[src/rtl/irq_cause_pkg.sv]
package irq_cause_pkg;
  localparam logic [1:0] CODE_NONE = 2'd0;
  localparam logic [1:0] CODE_RXTX = 2'd1;
  localparam logic [1:0] CODE_LINK = 2'd2;

  // Higher code wins: link change outranks plain activity.
  function automatic logic [1:0] merge_code(logic [1:0] a, logic [1:0] b);
    return (a > b) ? a : b;
  endfunction
endpackage

[src/rtl/irq_lowest_pick.sv]
module irq_lowest_pick #(
  parameter int N  = 16,
  parameter int AW = 4
) (
  input  logic           clk,
  input  logic           rst,
  input  logic [N-1:0]   req,
  output logic [N-1:0]   grant,
  output logic [AW-1:0]  idx,
  output logic           any
);
  logic [N:0] lower_busy;
  assign lower_busy[0] = 1'b0;

  for (genvar i = 0; i < N; i++) begin : g_chain
    assign grant[i]        = req[i] & ~lower_busy[i];
    assign lower_busy[i+1] = lower_busy[i] | req[i];
  end

  always_comb begin
    idx = '0;
    for (int i = N - 1; i >= 0; i--) begin
      if (req[i]) idx = AW'(i);
    end
  end

  assign any = lower_busy[N];

  // a single winner per cycle
  assert_one_winner_R7: assert property (@(posedge clk) disable iff (rst)
    $onehot0(grant));
  // the winner was requesting and the index names it
  assert_winner_requested_R7: assert property (@(posedge clk) disable iff (rst)
    any |-> (req[idx] && grant[idx]));
endmodule

[src/rtl/irq_pend_flags.sv]
module irq_pend_flags
  import irq_cause_pkg::*;
#(
  parameter int N = 16
) (
  input  logic                clk,
  input  logic                rst,
  input  logic [N-1:0][1:0]   evt_code,
  input  logic [N-1:0]        clear,
  output logic [N-1:0][1:0]   merged
);
  logic [N-1:0][1:0] pend_q;

  for (genvar v = 0; v < N; v++) begin : g_merge
    assign merged[v] = merge_code(pend_q[v], evt_code[v]);
  end

  always_ff @(posedge clk) begin
    if (rst) begin
      pend_q <= '0;
    end else begin
      for (int v = 0; v < N; v++) begin
        pend_q[v] <= clear[v] ? CODE_NONE : merged[v];
      end
    end
  end

  for (genvar v = 0; v < N; v++) begin : g_chk
    // an unserved link event is held as link, never downgraded
    assert_link_held_R10: assert property (@(posedge clk) disable iff (rst)
      (evt_code[v] == CODE_LINK && !clear[v]) |=> (pend_q[v] == CODE_LINK));
  end
endmodule

[src/rtl/irq_cause_bank.sv]
module irq_cause_bank #(
  parameter int N  = 16,
  parameter int W  = 8,
  parameter int AW = 4
) (
  input  logic               clk,
  input  logic               rst,
  input  logic [AW-1:0]      addr,
  input  logic               wr_en,
  input  logic [W-1:0]       wr_data,
  output logic [W-1:0]       rd_data,
  input  logic [N-1:0]       set_en,
  input  logic [N-1:0][1:0]  set_code,
  output logic [N-1:0]       is_zero
);
  logic [W-1:0] mem [N];
  logic [N-1:0] hit;

  for (genvar v = 0; v < N; v++) begin : g_flags
    assign hit[v]     = wr_en && (addr == AW'(v));
    assign is_zero[v] = (mem[v] == '0);
  end

  always_ff @(posedge clk) begin
    if (rst) begin
      for (int v = 0; v < N; v++) mem[v] <= '0;
      rd_data <= '0;
    end else begin
      for (int v = 0; v < N; v++) begin
        if (hit[v])          mem[v] <= wr_data;
        else if (set_en[v])  mem[v] <= W'(set_code[v]);
      end
      rd_data <= (int'(addr) < N) ? mem[addr] : '0;
    end
  end

  for (genvar v = 0; v < N; v++) begin : g_chk
    // the block only ever stores a cause into an unmasked byte
    assert_set_only_zero_R3: assert property (@(posedge clk) disable iff (rst)
      set_en[v] |-> is_zero[v]);
    // a byte nobody touches keeps its value
    assert_untouched_stable_R5: assert property (@(posedge clk) disable iff (rst)
      (!hit[v] && !set_en[v]) |=> $stable(mem[v]));
  end
endmodule

[src/rtl/irq_cause_mask.sv]
module irq_cause_mask
  import irq_cause_pkg::*;
#(
  parameter int NUM_VEC = 16,
  parameter int CAUSE_W = 8,
  localparam int AW     = (NUM_VEC > 1) ? $clog2(NUM_VEC) : 1
) (
  input  logic               clk,
  input  logic               rst,
  input  logic               auto_mask_en,
  input  logic [NUM_VEC-1:0] evt_rxtx,
  input  logic [NUM_VEC-1:0] evt_link,
  input  logic [AW-1:0]      host_addr,
  input  logic               host_we,
  input  logic [CAUSE_W-1:0] host_wdata,
  output logic [CAUSE_W-1:0] host_rdata,
  output logic               irq_valid,
  output logic [AW-1:0]      irq_vec,
  output logic [CAUSE_W-1:0] irq_cause
);
  logic [NUM_VEC-1:0][1:0] evt_code;
  logic [NUM_VEC-1:0][1:0] merged;
  logic [NUM_VEC-1:0]      host_hit;
  logic [NUM_VEC-1:0]      bank_zero;
  logic [NUM_VEC-1:0]      ready;
  logic [NUM_VEC-1:0]      grant;
  logic [NUM_VEC-1:0]      store_en;
  logic [AW-1:0]           pick_idx;
  logic                    pick_any;

  for (genvar v = 0; v < NUM_VEC; v++) begin : g_vec
    assign evt_code[v] = evt_link[v] ? CODE_LINK : (evt_rxtx[v] ? CODE_RXTX : CODE_NONE);
    assign host_hit[v] = host_we && (host_addr == AW'(v));
    assign ready[v]    = (merged[v] != CODE_NONE) && !host_hit[v] &&
                         (auto_mask_en || bank_zero[v]);
    assign store_en[v] = grant[v] && !auto_mask_en;
  end

  irq_pend_flags #(.N(NUM_VEC)) u_pend (
    .clk      (clk),
    .rst      (rst),
    .evt_code (evt_code),
    .clear    (grant),
    .merged   (merged)
  );

  irq_lowest_pick #(.N(NUM_VEC), .AW(AW)) u_pick (
    .clk   (clk),
    .rst   (rst),
    .req   (ready),
    .grant (grant),
    .idx   (pick_idx),
    .any   (pick_any)
  );

  irq_cause_bank #(.N(NUM_VEC), .W(CAUSE_W), .AW(AW)) u_bank (
    .clk      (clk),
    .rst      (rst),
    .addr     (host_addr),
    .wr_en    (host_we),
    .wr_data  (host_wdata),
    .rd_data  (host_rdata),
    .set_en   (store_en),
    .set_code (merged),
    .is_zero  (bank_zero)
  );

  always_ff @(posedge clk) begin
    if (rst) begin
      irq_valid <= 1'b0;
      irq_vec   <= '0;
      irq_cause <= '0;
    end else begin
      irq_valid <= pick_any;
      irq_vec   <= pick_idx;
      irq_cause <= CAUSE_W'(merged[pick_idx]);
    end
  end

  // every request carries one of the two defined cause codes
  assert_cause_code_R2: assert property (@(posedge clk) disable iff (rst)
    irq_valid |-> (irq_cause == CAUSE_W'(CODE_RXTX) || irq_cause == CAUSE_W'(CODE_LINK)));
  // in banked mode the fired vector is masked from then on
  assert_fire_masks_R2: assert property (@(posedge clk) disable iff (rst)
    (irq_valid && !$past(auto_mask_en)) |-> !bank_zero[irq_vec]);
endmodule

[config.mk]
export PLATFORM = sky130hd
export DESIGN_NAME = irq_cause_mask
export DESIGN_NICKNAME = d
export VERILOG_FILES = /design/src/rtl/irq_cause_pkg.sv /design/src/rtl/irq_lowest_pick.sv /design/src/rtl/irq_pend_flags.sv /design/src/rtl/irq_cause_bank.sv /design/src/rtl/irq_cause_mask.sv
export SDC_FILE = /design/constraint.sdc
export NUM_CORES = 1
export LEC_CHECK = 0
export ABC_CLOCK_PERIOD_IN_PS = 7600
export BUFFER_PORTS_ARGS = -buffer_cell sky130_fd_sc_hd__clkbuf_2
export CORE_MARGIN = 5
export CORE_UTILIZATION = 39
export CTS_BUF_LIST = sky130_fd_sc_hd__clkbuf_4 sky130_fd_sc_hd__clkbuf_8
export DETAILED_ROUTE_END_ITERATION = 10
export PLACE_DENSITY_LB_ADDON = 0.05
export SLEW_MARGIN = 20
export SYNTH_ARGS = -nofsm -noshare
export SYNTH_HDL_FRONTEND = slang
export SYNTH_SLANG_ARGS = --single-unit
[constraint.sdc]
create_clock -name clk -period 7.6 [get_ports clk]
set_input_delay 0.38 -clock clk [delete_from_list [all_inputs] [get_ports clk]]
set_output_delay 0.38 -clock clk [all_outputs]
set_load 0.05 [all_outputs]
==> flow_summary.toml <==
[global_route]
grt_overflow = 0
grt_pass1_vias = 7404
grt_max_degree = 45
antenna_found_initial = 2
grt_pass1_wl_um = 46100
grt_usage_pct = 19.9

[floorplanning]
fp.dieArea_sq_um = 29900
ios = 69
die_w_um = 173
fp-row-count = 59
start_util_pct = 39.7
die_h_um = 173
core_area_sq_um = 26100

[detailed_routing]
drt_iter0_drc = 567
first_pass_iters = 5
dr_total_vias = 7469
drc = 0
routed_wl_um = 30100
antenna_left = 0
via_per_inst = 5.52
post_drt_wl_per_cell_um = 22.2

[sta]
hold_violations = 0
fin_crit_ns = 4.45
max_slew_margin_pct = 25.0
rsz0062_at_grt = "no"
max_freq_ghz = 0.225
finalSetupViolations = 0
worstMarginPinSlew_ns = 1.13
drv_slew = 0
final.period_utilization_pct = 58.6
fin_tns_setup_ns = 0
clock_skew_ns = 0.0258

[synthesis]
yosysSeqAreaShare_pct = 46.3
synth_edf_count = 128
yosys_warnings = 0
async_reset_ff_share_pct = 0
synth_ff_type = "edfxtp_1"
syn_avg_cell_area_sq_um = 10.8
yosysUniqueCellTypes = 74
syn_inst = 957
synth_area_sq_um = 10300
synth_seq_cells = 175

[clock_network]
tritoncts = "done"
numCtsBuffers = 17
htree_num_levels = 4
cts_hold_buf = 0
clk_pin_slew_ns = 0.12
cts.sinks = 175
clk-insertion-delay-late_ns = 0.48
clockBufferDepth = 2
post_cts_buffers = 0
cts_root_buf = "clkbuf_8"
post_cts_resized = 0

[worst_setup_path]
crit_fanout = 9
critPathBufInv = 1
crit_slowest_cell = "nor4_2"
cp_common_cell = "o21ai_1"
crit_chain = "inv_1 > ha_1 > nand2b_1 > o21ai_1 > mux2i_1 > a21boi_1 > nor4_2 > nand3_4 > or2_1 > nor3b_2 > and2b_2 > nor2_1 > o21ai_1"
crit_required_ns = 7.71
arrival_ns = 4.56
crit_path_end_kind = "flip-flop"
critical-path-top-delay-family = "simple AND/OR/NAND/NOR gates"
cp-start-kind = "flip-flop"
crit_type = "flip-flop to flip-flop"
critPathMaxStageDelay_ns = 0.56

[place]
place_inst = 1320
hpwlAfterDp_um = 23200
gp_congestion = 0.862
io_buffers = 62

[worst_hold_path]
hold_path.class = "primary input to flip-flop"

[job]
cap_violations = 0

[finish]
drive_gt1_share_pct = 16.3
final_cells = 1352
fin_nets = 1100
postLayoutCoreUtil_pct = 43.4
num_antenna_cells = 0
syn_to_final_growth_pct = 9.35
fillers = 2495

[pwr]
power.leakage_nw = 4.46
ir_drop_mv = 0.102
p_per_area_nw_per_um2 = 200

[status]
status = "finished clean"
==> worst paths after layout <==
kind	slack, ns	depth (start not counted)	start	end
min reg2reg	0.61	3	u_pend.pend_q[23]	u_pend.pend_q[23]
min	0.32	4	evt_link[11]	u_pend.pend_q[23]
max	3.15	13	u_pend.pend_q[9]	u_bank.mem[14][2]
max reg2reg	3.15	13	u_pend.pend_q[9]	u_bank.mem[14][2]
==> cell usage after synthesis, drive strengths merged, types with 4 or more instances <==
cell    count  area [sq um]
o21ba       6          60.1
edfxtp    128          3840
nand3      13          82.6
nand2      49           184
and2       99           622
mux4       40           901
nand2b     18           113
inv        84           315
dfxtp      47           941
o221ai      4          35.0
buf        20           119
a211oi      7          57.6
clkbuf     23          86.3
nor2       87           334
nor2b      19           119
a211o       8          70.1
and3       15          93.8
ha         48           601
nor3b       7          57.6
or2         6          37.5
mux2i      37           370
a22oi       4          30.0
nor3       26           140
or3         9          66.3
o211ai      8          60.1
o31ai       5          37.5
a21oi      25           136
o21ai      32           164
a31oi       6          37.5
a21o        4          30.0
nor4       38           274
==> placed cells by master (no fill, tap or decap), drive strengths merged, types with 19 or more instances in the layout <==
cell type and count:
inv 91, mux4 40, nor3 26, nor2b 19, a21oi 25, nand2 49
and2 99, mux2i 37, edfxtp 128, ha 48, o21ai 32, nor2 87
dfxtp 47, clkbuf 80, nor4 38
==> state kept, by name (all words and copies together), names as in the netlist <==
register        cells
irq_valid           1
u_bank.rd_data      8
u_bank.mem        128
irq_vec             4
u_pend.pend_q      32
irq_cause           2
==> area by class of cell <==
| class | instances | area (sq um) | share of cell area, % |
|---|---|---|---|
| clock buffers | 18 | 241 | 2.14 |
| clock inverters | 14 | 143 | 1.26 |
| inverters | 84 | 315 | 2.79 |
| multi-input cells | 660 | 5070 | 44.8 |
| flip-flops and latches | 175 | 4780 | 42.3 |
| well taps | 335 | 419 | 3.71 |
| repair buffers | 66 | 340 | 3.01 |
==> power breakdown <==
group | internal (W) | total (W) | switching (W)
Combinational | 0.000175 | 0.000474 | 0.000299
Sequential | 0.00109 | 0.00113 | 0.0000393
Clock | 0.000247 | 0.000651 | 0.000404
Total | 0.00152 | 0.00226 | 0.000742
==> tightest hold or removal path, cell delays in order <==
cell and delay [ns]:
clkbuf_2 0.08, inv_1 0.07, ha_1 0.16, nor2_1 0.05
==> layer usage <==
metal,up-vias,global-route usage [%],routed length (um)
met1,3677,29.1,14500
li1,3559,-,-
met5,-,0,21
met4,4,4.88,478
met3,32,3.62,1490
met2,197,31.0,13500
==> stage by stage <==
| step | hold slack (ns) | area (sq um) | power, W | setup WS, ns |
|---|---|---|---|---|
| 6_report | 0.315 | 11300 | 0.00226 | 3.15 |
| 5_1_grt | 0.311 | 11300 | 0.00236 | 2.85 |
| 4_1_cts | 0.291 | 11300 | 0.00227 | 3.11 |
| 3_5_place_dp | 0.599 | 10900 | 0.00163 | 2.62 |
| 3_3_place_gp | 0.589 | 10900 | 0.00163 | 2.73 |
| 2_1_floorplan | 0.533 | 10400 | 0.00148 | 3.94 |
==> cells by family (layout without fill, tap and decap cells) <==
logic type	Yosys count	after routing	share of synthesized area, %
mux	78	78	12.4
other cells	1	6	0.0363
compound gates	136	136	9.48
flops	175	175	46.3
simple gates	392	392	21.0
fa+ha+maj	48	48	5.81
buf+inv	127	182	5.03
(Power assumes the default switching activity.)
